`config.mk`:
```
export PLATFORM = sky130hd
export DESIGN_NAME = pdl_play_seq
export DESIGN_NICKNAME = d
export VERILOG_FILES = /design/src/rtl/pdl_pkg.sv /design/src/rtl/pdl_pos.sv /design/src/rtl/pdl_evt.sv /design/src/rtl/pdl_play_seq.sv
export SDC_FILE = /design/constraint.sdc
export NUM_CORES = 1
export LEC_CHECK = 0
export CAP_MARGIN = 0
export CORE_ASPECT_RATIO = 1.2
export CORE_UTILIZATION = 23
export CTS_BUF_LIST = sky130_fd_sc_hd__clkbuf_4
export CTS_CLUSTER_SIZE = 12
export DETAILED_ROUTE_END_ITERATION = 16
export PLACE_DENSITY_LB_ADDON = 0.2
export SETUP_SLACK_MARGIN = 0.15
export SYNTH_ARGS = -nofsm -noshare
export SYNTH_HDL_FRONTEND = slang
export SYNTH_SLANG_ARGS = --single-unit
```
`constraint.sdc`:
```
create_clock -name clk -period 6.38 [get_ports clk]
set_input_delay 0.638 -clock clk [delete_from_list [all_inputs] [get_ports clk]]
set_output_delay 0.638 -clock clk [all_outputs]
set_load 0.01 [all_outputs]
```
`src/rtl/pdl_pkg.sv`:
```
package pdl_pkg;
    typedef enum logic [2:0] {
        S_IDLE, S_DREQ, S_DW0, S_DW1, S_BREQ, S_BDATA, S_HALT
    } pdl_state_t;

    // status bit positions (software decodes these)
    localparam int EV_HP = 0;
    localparam int EV_FP = 4;
    localparam int EV_HB = 8;
    localparam int EV_FB = 12;
    localparam int EV_EA = 24;
    localparam int EV_UH = 30;
    localparam int EV_UF = 31;
endpackage

```
`src/rtl/pdl_pos.sv`:
```
module pdl_pos #(
    parameter int AW          = 32,
    parameter int DW          = 32,
    parameter int PTR_W       = 16,
    parameter int IDX_W       = 3,
    parameter int BURST_BYTES = 64
) (
    input  logic               clk,
    input  logic               rst_n,
    input  logic               act,
    input  logic               clr,
    input  logic               adv,
    input  logic               ld_addr,
    input  logic               ld_size,
    input  logic [DW-1:0]      rdata,
    input  logic [IDX_W+2:0]   list_last,
    input  logic [PTR_W-1:0]   end_off,
    input  logic               stop_en,
    output logic [IDX_W-1:0]   cur_idx,
    output logic [PTR_W-1:0]   cur_ptr,
    output logic [AW-1:0]      paddr,
    output logic               ev_hp,
    output logic               ev_fp,
    output logic               ev_hb,
    output logic               ev_fb,
    output logic               hit_end
);
    localparam int LOFF_W = IDX_W + 3;

    logic [PTR_W-1:0] psize;
    logic [PTR_W:0]   ptr_nxt, half_sz;
    logic [IDX_W-1:0] last_idx, idx_nxt;
    logic [IDX_W:0]   nper, half_idx;

    assign last_idx = list_last[LOFF_W-1:3];
    assign nper     = {1'b0, last_idx} + (IDX_W+1)'(1);
    assign half_idx = nper >> 1;
    assign idx_nxt  = (cur_idx == last_idx) ? '0 : cur_idx + IDX_W'(1);
    assign ptr_nxt  = {1'b0, cur_ptr} + (PTR_W+1)'(BURST_BYTES);
    assign half_sz  = {1'b0, psize} >> 1;

    always_comb begin
        ev_hp   = adv && ({1'b0, cur_ptr} < half_sz) && (ptr_nxt >= half_sz);
        ev_fp   = adv && (ptr_nxt >= {1'b0, psize});
        ev_hb   = ev_fp && ({1'b0, idx_nxt} == half_idx);
        ev_fb   = ev_fp && (idx_nxt == '0);
        hit_end = adv && stop_en && (cur_ptr < end_off) &&
                  (ptr_nxt >= {1'b0, end_off});
    end

    always_ff @(posedge clk or negedge rst_n) begin
        if (!rst_n) begin
            cur_idx <= '0;
            cur_ptr <= '0;
            paddr   <= '0;
            psize   <= '0;
        end else begin
            if (clr) begin
                cur_idx <= '0;
                cur_ptr <= '0;
            end else if (adv) begin
                if (ev_fp) begin
                    cur_ptr <= '0;
                    cur_idx <= idx_nxt;
                end else begin
                    cur_ptr <= ptr_nxt[PTR_W-1:0];
                end
            end
            if (ld_addr) paddr <= AW'(rdata);
            if (ld_size) psize <= rdata[DW-1 -: PTR_W];
        end
    end

    // bursts keep the offset on a burst boundary
    a_r3_ptr_aligned: assert property (@(posedge clk) disable iff (!rst_n)
        (cur_ptr % PTR_W'(BURST_BYTES)) == '0);

    // index stays inside the programmed table while active
    a_r4_idx_in_list: assert property (@(posedge clk) disable iff (!rst_n)
        (act && !clr) |-> (cur_idx <= last_idx));

    // a wrap event is followed by index zero
    a_r6_wrap_to_zero: assert property (@(posedge clk) disable iff (!rst_n)
        ev_fb |=> (cur_idx == '0));
endmodule

```
`src/rtl/pdl_evt.sv`:
```
module pdl_evt (
    input  logic        clk,
    input  logic        rst_n,
    input  logic [31:0] ev_vec,
    input  logic        und_set,
    input  logic        hb,
    input  logic        fb,
    input  logic [31:0] mask,
    input  logic [31:0] clr,
    output logic [31:0] stat,
    output logic        irq
);
    import pdl_pkg::*;

    logic        und_q, und_now;
    logic [31:0] raw;

    assign und_now = und_q | und_set;

    always_comb begin
        raw        = ev_vec;
        raw[EV_UH] = hb && und_now;
        raw[EV_UF] = fb && und_now;
    end

    always_ff @(posedge clk or negedge rst_n) begin
        if (!rst_n) begin
            stat  <= '0;
            und_q <= 1'b0;
        end else begin
            stat  <= (stat & ~clr) | (raw & mask);
            und_q <= (hb || fb) ? 1'b0 : und_now;
        end
    end

    assign irq = |stat;

    // no bit appears in the status word unless its mask bit allowed it
    a_r7_masked_only: assert property (@(posedge clk) disable iff (!rst_n)
        1'b1 |=> ((stat & ~$past(stat) & ~$past(mask)) == '0));

    // an underrun pending at a wrap is reported in bit 31
    a_r9_und_at_wrap: assert property (@(posedge clk) disable iff (!rst_n)
        (fb && und_now && mask[EV_UF]) |=> stat[EV_UF]);
endmodule

```
`src/rtl/pdl_play_seq.sv`:
```
module pdl_play_seq #(
    parameter int AW          = 32,
    parameter int DW          = 32,
    parameter int PTR_W       = 16,
    parameter int IDX_W       = 3,
    parameter int BURST_BYTES = 64
) (
    input  logic               clk,
    input  logic               rst_n,
    input  logic               run,
    input  logic [AW-1:0]      list_base,
    input  logic [IDX_W+2:0]   list_last,
    input  logic [PTR_W-1:0]   end_off,
    input  logic               stop_en,
    input  logic [31:0]        irq_mask,
    input  logic [31:0]        stat_clr,
    output logic               mem_req,
    output logic               mem_kind,
    output logic [AW-1:0]      mem_addr,
    input  logic               mem_gnt,
    input  logic               mem_rvalid,
    input  logic [DW-1:0]      mem_rdata,
    input  logic               fifo_room,
    input  logic               fifo_empty,
    output logic               fifo_wr,
    output logic [DW-1:0]      fifo_wdata,
    output logic [IDX_W-1:0]   cur_idx,
    output logic [PTR_W-1:0]   cur_ptr,
    output logic [31:0]        irq_stat,
    output logic               irq
);
    import pdl_pkg::*;

    localparam int BEATS  = BURST_BYTES / (DW / 8);
    localparam int BEAT_W = $clog2(BEATS);

    pdl_state_t  state, nstate;
    logic [BEAT_W-1:0] beat_q;
    logic        beat_last, burst_done, start;
    logic        ld_addr, ld_size;
    logic [AW-1:0] paddr;
    logic        ev_hp, ev_fp, ev_hb, ev_fb, hit_end;
    logic [31:0] ev_vec;

    assign beat_last  = (beat_q == BEAT_W'(BEATS - 1));
    assign burst_done = (state == S_BDATA) && mem_rvalid && beat_last;
    assign start      = (state == S_IDLE) && run;

    // state register
    always_ff @(posedge clk or negedge rst_n) begin
        if (!rst_n) state <= S_IDLE;
        else        state <= nstate;
    end

    always_ff @(posedge clk or negedge rst_n) begin
        if (!rst_n)                               beat_q <= '0;
        else if (state == S_BREQ && mem_gnt)      beat_q <= '0;
        else if (state == S_BDATA && mem_rvalid)  beat_q <= beat_q + BEAT_W'(1);
    end

    // next-state
    always_comb begin
        nstate = state;
        unique case (state)
            S_IDLE:  if (run) nstate = S_DREQ;
            S_DREQ:  if (!run) nstate = S_IDLE;
                     else if (mem_gnt) nstate = S_DW0;
            S_DW0:   if (mem_rvalid) nstate = S_DW1;
            S_DW1:   if (mem_rvalid) nstate = S_BREQ;
            S_BREQ:  if (!run) nstate = S_IDLE;
                     else if (fifo_room && mem_gnt) nstate = S_BDATA;
            S_BDATA: if (burst_done) begin
                         if (hit_end)    nstate = S_HALT;
                         else if (ev_fp) nstate = S_DREQ;
                         else            nstate = S_BREQ;
                     end
            S_HALT:  if (!run) nstate = S_IDLE;
            default: nstate = S_IDLE;
        endcase
    end

    // outputs
    always_comb begin
        mem_req  = 1'b0;
        mem_kind = 1'b0;
        mem_addr = '0;
        fifo_wr  = 1'b0;
        ld_addr  = 1'b0;
        ld_size  = 1'b0;
        unique case (state)
            S_DREQ: begin
                mem_req  = run;
                mem_addr = list_base + AW'({cur_idx, 3'b000});
            end
            S_DW0:   ld_addr = mem_rvalid;
            S_DW1:   ld_size = mem_rvalid;
            S_BREQ: begin
                mem_req  = run && fifo_room;
                mem_kind = 1'b1;
                mem_addr = paddr + AW'(cur_ptr);
            end
            S_BDATA: fifo_wr = mem_rvalid;
            S_IDLE, S_HALT: ;
            default: ;
        endcase
    end

    assign fifo_wdata = mem_rdata;

    always_comb begin
        ev_vec        = '0;
        ev_vec[EV_HP] = ev_hp;
        ev_vec[EV_FP] = ev_fp;
        ev_vec[EV_HB] = ev_hb;
        ev_vec[EV_FB] = ev_fb;
        ev_vec[EV_EA] = hit_end;
    end

    pdl_pos #(
        .AW(AW), .DW(DW), .PTR_W(PTR_W), .IDX_W(IDX_W), .BURST_BYTES(BURST_BYTES)
    ) u_pos (
        .clk(clk), .rst_n(rst_n), .act(state != S_IDLE), .clr(start),
        .adv(burst_done), .ld_addr(ld_addr), .ld_size(ld_size), .rdata(mem_rdata),
        .list_last(list_last), .end_off(end_off), .stop_en(stop_en),
        .cur_idx(cur_idx), .cur_ptr(cur_ptr), .paddr(paddr),
        .ev_hp(ev_hp), .ev_fp(ev_fp), .ev_hb(ev_hb), .ev_fb(ev_fb), .hit_end(hit_end)
    );

    pdl_evt u_evt (
        .clk(clk), .rst_n(rst_n), .ev_vec(ev_vec),
        .und_set((state == S_BDATA) && fifo_empty),
        .hb(ev_hb), .fb(ev_fb), .mask(irq_mask), .clr(stat_clr),
        .stat(irq_stat), .irq(irq)
    );

    // once halted, nothing is requested in the following cycle
    a_r8_halt_quiet: assert property (@(posedge clk) disable iff (!rst_n)
        (state == S_HALT) |=> !mem_req);

    // a burst grant only arrives while the FIFO had room
    a_r10_room_on_grant: assert property (@(posedge clk) disable iff (!rst_n)
        (state == S_BREQ && mem_gnt) |-> fifo_room);
endmodule

```
* Word level (Yosys, flattened, before mapping)
Index checks and enable logic that the tools add are counted.
** Cells by class
- Reduce and logical (&&, ||, !) cells :: 26
- Magnitude comparators :: 5
- Bitwise logic cells :: 5
- Equal/unequal tests :: 16
- Add/sub/neg operators :: 6
- Muxes and demuxes :: 28
** Operators by type and width (number)
- $and A32 B32 Y32 :: 2
- $pmux W32 S2 :: 1
- $mux W16 :: 3
- $mux W3 :: 15
- $ge A17 B16 Y1 :: 2
- $add A32 B16 Y32 :: 1
- $add A32 B6 Y32 :: 1
- $not A32 Y32 :: 1
- $or A32 B32 Y32 :: 1
- $reduce_or A32 Y1 :: 1
- $pmux W3 S7 :: 1
- $add A16 B7 Y17 const B :: 1
- $ge A17 B15 Y1 :: 1
- $logic_and A1 B1 Y1 :: 17
- $lt A16 B15 Y1 :: 1
- $lt A16 B16 Y1 :: 1
- $eq A3 B3 Y1 const B :: 3
- $mux W4 :: 2
- $ne A2 B2 Y1 const B :: 4
- $reduce_and A7 Y1 :: 1
- $eq A3 B2 Y1 const B :: 2
- $eq A3 B3 Y1 :: 2
- $logic_not A3 Y1 :: 2
- $reduce_bool A2 Y1 :: 3
- other kinds (13) :: 17
** Word-level totals
- Bits of input ports :: 158
- Word-level logic and storage cells :: 94
- Register bits after elaboration :: 107

* Logic depth before layout (Yosys ltp)
- Depth in word-level cells :: 9
- Mapped depth :: 12
- Gate-level depth less buffers :: 11

* Hierarchy
A second synthesis with hierarchy kept.
** Second synthesis, totals
- Cells, all modules :: 913
- Area total of the unflattened synthesis :: 8097.8 µm²
** Modules (own cells, without submodules)
- pdl_pos :: cells an instance 395, area each 4086.4 µm², times used 1
- pdl_play_seq :: cells an instance 376, area each 2698.8 µm², times used 1
- pdl_evt :: cells an instance 142, area each 1312.5 µm², times used 1

* Worst setup path before layout
OpenSTA, ideal clock, no wires.
- Path kind :: input port to output port
- Start :: in list_base[3]
- End :: out mem_addr[31]
- Stages on the path :: 8
- Slack :: 3.365 ns
- Data required time :: 5.742 ns
- Path buffers :: 0
- Arrival time :: 2.377 ns
- Cell sequence :: ha_1 fa_1 a21oi_1 nor4_1 and4b_1 nand3_1 xor2_1 o22ai_1
** Between the ends
- Longest elaborated chain between the ends :: 2
** Ends and longest elaborated chain
- from (decl) :: RTL line pdl_play_seq.sv:11 : input logic [AW-1:0] list_base,
- $add A32 B6 Y32 :: RTL line pdl_play_seq.sv:93 : mem_addr = list_base + AW'({cur_idx, 3'b000});
- $pmux W32 S2 :: RTL line pdl_play_seq.sv:90 : unique case (state)
- to (decl) :: RTL line pdl_play_seq.sv:19 : output logic [AW-1:0] mem_addr,
No other way between the ends.

* Worst setup path in the final report
- Start :: reg state[2]
- End :: out mem_addr[10]
** Between the ends
- Longest elaborated chain between the ends :: 2
- Elaborated cells between the ends (all ways) :: 3
- Classes of those cells :: 2 x eq/ne; 1 x mux
** Ends and longest elaborated chain
- from (decl) :: RTL line pdl_play_seq.sv:37 : pdl_state_t state, nstate;
- from (signal assigned) :: RTL line pdl_play_seq.sv:52 : else state <= nstate;
- $eq A3 B3 Y1 or $eq A3 B1 Y1 (tied branches) :: RTL line pdl_play_seq.sv:90
- $pmux W32 S2 (*) :: RTL line pdl_play_seq.sv:90
Every way passes the cells marked *; elsewhere a longest branch is shown, timed or not.

==> metrics.csv <==
metric,value,unit
largest family of logic cells by synthesized area,simple AND/OR/NAND/NOR gates,
PwrDens,253,nW/um2
most common cell in the netlist,dfrtp_1,
Combinational Power Share,0.470,
gr usage total,0.151,
first-pass GRT wire length,37100,um
fin crit period,4.80,ns
Hold Path Class,input port to async pin,
r2r setup slk,2.88,ns
Synth Area in Compound Gates,0.153,
status,"finished, final reports clean",
final instance area,10100,um2
period utilization,0.752,
Post-CTS Setup Bufs,0,
Num CTS Buffers,9,
critical path launch point type,flop,
clock buffer depth,2,
CTS resizes,0,
flip-flop and latch area,2530,um2
Adder-Cell Fraction of Synth Area,0.114,
post-synthesis sequential area ratio,0.344,
initial antenna violation count,1,
initial cell density of the core,0.234,
die area,32600,um2
setup_tns,0,ns
reg2reg end,u_evt.und_q,
Slew @ Worst Pin,1.08,ns
LEAKAGE,4.16,nW
vias in the first global route,6531,
Layout Utilization,0.321,
die width,165,um
Synth area leaders,"dfrtp_1 34%, ha_1 11%, mux2_2 7.1%",
Yosys top cell area share,0.344,
hold_buf cts,0,
# setup viols final,0,
dpl cell area,9920,um2
Power Internal,1.56,mW
clock transition at the registers of the reported paths,0.17,ns
ratio of cells with drive above 1 in the final layout,0.0862,
Synth Area per Inst,9.67,um2
Fin. Hold Viols,0,
Synth top cells by count,"101 x dfrtp_1, 65 x ha_1, 46 x mux2_2",
power share of the clock group,0.151,
synthesized cell area,7340,um2
Root Buffer,clkbuf_4,
DRC,0,
Psw,0.994,mW
H-tree depth,3,
# IOs,277,
Gate Count Post-Synth,759,
largest net degree at the start of global routing,55,
WS Path Type,flop to output port,
RSZ-0062 raised after global routing,no,
Post-DP HPWL,19100,um
Core Rows,71,
Crit. End Element,output port,
top_reg_cell synth,dfrtp_1,
worst rel slew slack,0.273,
CP Max Fanout,24,
input/output buffers,242,
CTS tree,built,
WL final,24400,um
sequential power share,0.379,
Critical Path AT,4.16,ns
Synth Register Bits,101,
Final Max Slew Viols,0,
Sink Count,101,
switch share,0.390,
YS warnings,0,
die height,198,um
Synth cell types,65,
grt ovf,0,
Layout Nets,1182,
worst skew pair latency,0.50,ns
via count,6434,
multiplexer area fraction after synthesis,0.0719,
Critical Path RT,5.74,ns
First DRT Iteration DRCs,294,
"area leader, netlist",dfrtp_1,
Post-Synth Simple-Gate Area,0.162,
vias per cell,4.71,
GP Congestion,0.855,
worst vdd ir,0.000107,V
Post-Synth XOR/XNOR Area,0.0787,
DRT antenna net count,0,
Synth-to-Final Area Change,37.3,%
DRT Pass-1 Iters,4,
Max-cap violations,0,
asr flop ratio synth,1.00,
Post-synth EDFFs,0,
WL/cell,17.8,um
Core Area,31400,um2
filler instances,3300,
Multi-input gate area,4290,um2
RR Startpoint,u_pos.cur_ptr[7],
Fin Clk Skew,0.0259,ns
R2R cell count,11,
Achievable Freq,208,MHz
per-stage QoR:
stage	worst slack (ns)	hold WS (ns)	total power, mW	cells
final	1.58	0.183	2.55	1365
after global placement	1.79	0.491	2.18	1348
after global routing	1.17	0.210	2.74	1365
after floorplan	3.36	0.342	1.66	764
after detailed placement	1.84	0.494	2.19	1348
after CTS	1.50	0.198	2.59	1364
power by group through the flow:
| stage | combinational, mW | sequential (mW) | clock [mW] |
|---|---|---|---|
| finish | 1.20 | 0.967 | 0.384 |
| global route | 1.32 | 0.995 | 0.425 |
| CTS | 1.22 | 0.965 | 0.405 |
| detailed placement | 1.21 | 0.980 | 0 |
| global placement | 1.20 | 0.976 | 0 |
| floorplan | 0.748 | 0.909 | 0 |
layout by cell type, fill, tap and decap left out, drive strengths merged, types with 4 or more instances in the layout:
cell type,instances
clkdlybuf4s50,241
or3,5
mux2,46
a22o,10
o211ai,5
o22ai,23
conb,6
dfrtp,101
buf,6
nand4,17
nand2,36
clkbuf,10
a31oi,4
a211oi,12
xor2,27
nor4b,4
o31ai,6
and4,4
a21oi,39
nor4,12
o21ai,31
a2111oi,8
inv,43
and3,9
nand3,38
ha,65
nor2,22
xnor2,39
nor3,8
nor2b,36
critical path: stages (launching register included):
cell	delay (ns)
dfrtp_1	0.70
nor2b_1	0.36
nand2_1	0.65
inv_1	0.85
o311ai_0	0.38
o21ai_0	0.16
clkdlybuf4s50_1	0.57
registers in the layout, summed over array words and instances, names as in the netlist:
signal         cells
beat_q             4
state              3
u_evt.stat        32
u_evt.und_q        1
u_pos.cur_idx      3
u_pos.cur_ptr     10
u_pos.paddr       32
u_pos.psize       16
cell families after synthesis:
logic type                 count (synthesis)
adders and majority gates                 66
buffers and inverters                    104
and+or+nand+nor                          209
xor gates and xnor gates                  66
AOI/OAI and AO/OA                        165
DFF                                      101
other                                      1
muxes                                     47
final cells by class:
class	instances	share of cell area
repair buffers	247	0.244
clock buffers	10	0.00745
well taps	401	0.0498
inverters	40	0.0149
diodes	1	0.000248
multi-input cells	559	0.425
flip-flops and latches	101	0.251
clock inverters	6	0.00782
worst max-delay path by stage:
| stage | end | cells past startpoint | startpoint |
|---|---|---|---|
| 2_1_floorplan | mem_addr[31] | 8 | list_base[3] |
| 3_3_place_gp | mem_addr[31] | 10 | list_base[3] |
| 3_5_place_dp | mem_addr[31] | 10 | list_base[3] |
| 4_1_cts | mem_addr[10] | 6 | state[2] |
| 5_1_grt | mem_addr[10] | 6 | state[2] |
| 6_report | mem_addr[10] | 6 | state[2] |
metal layers:
metal,up-vias,global-route usage,part of all wire
met5,-,0,0
met4,0,0.0340,0.011
met3,14,0.0258,0.055
met2,188,0.256,0.49
met1,3063,0.196,0.45
li1,3169,-,-
Note: power is estimated with default switching activity, not from simulation.
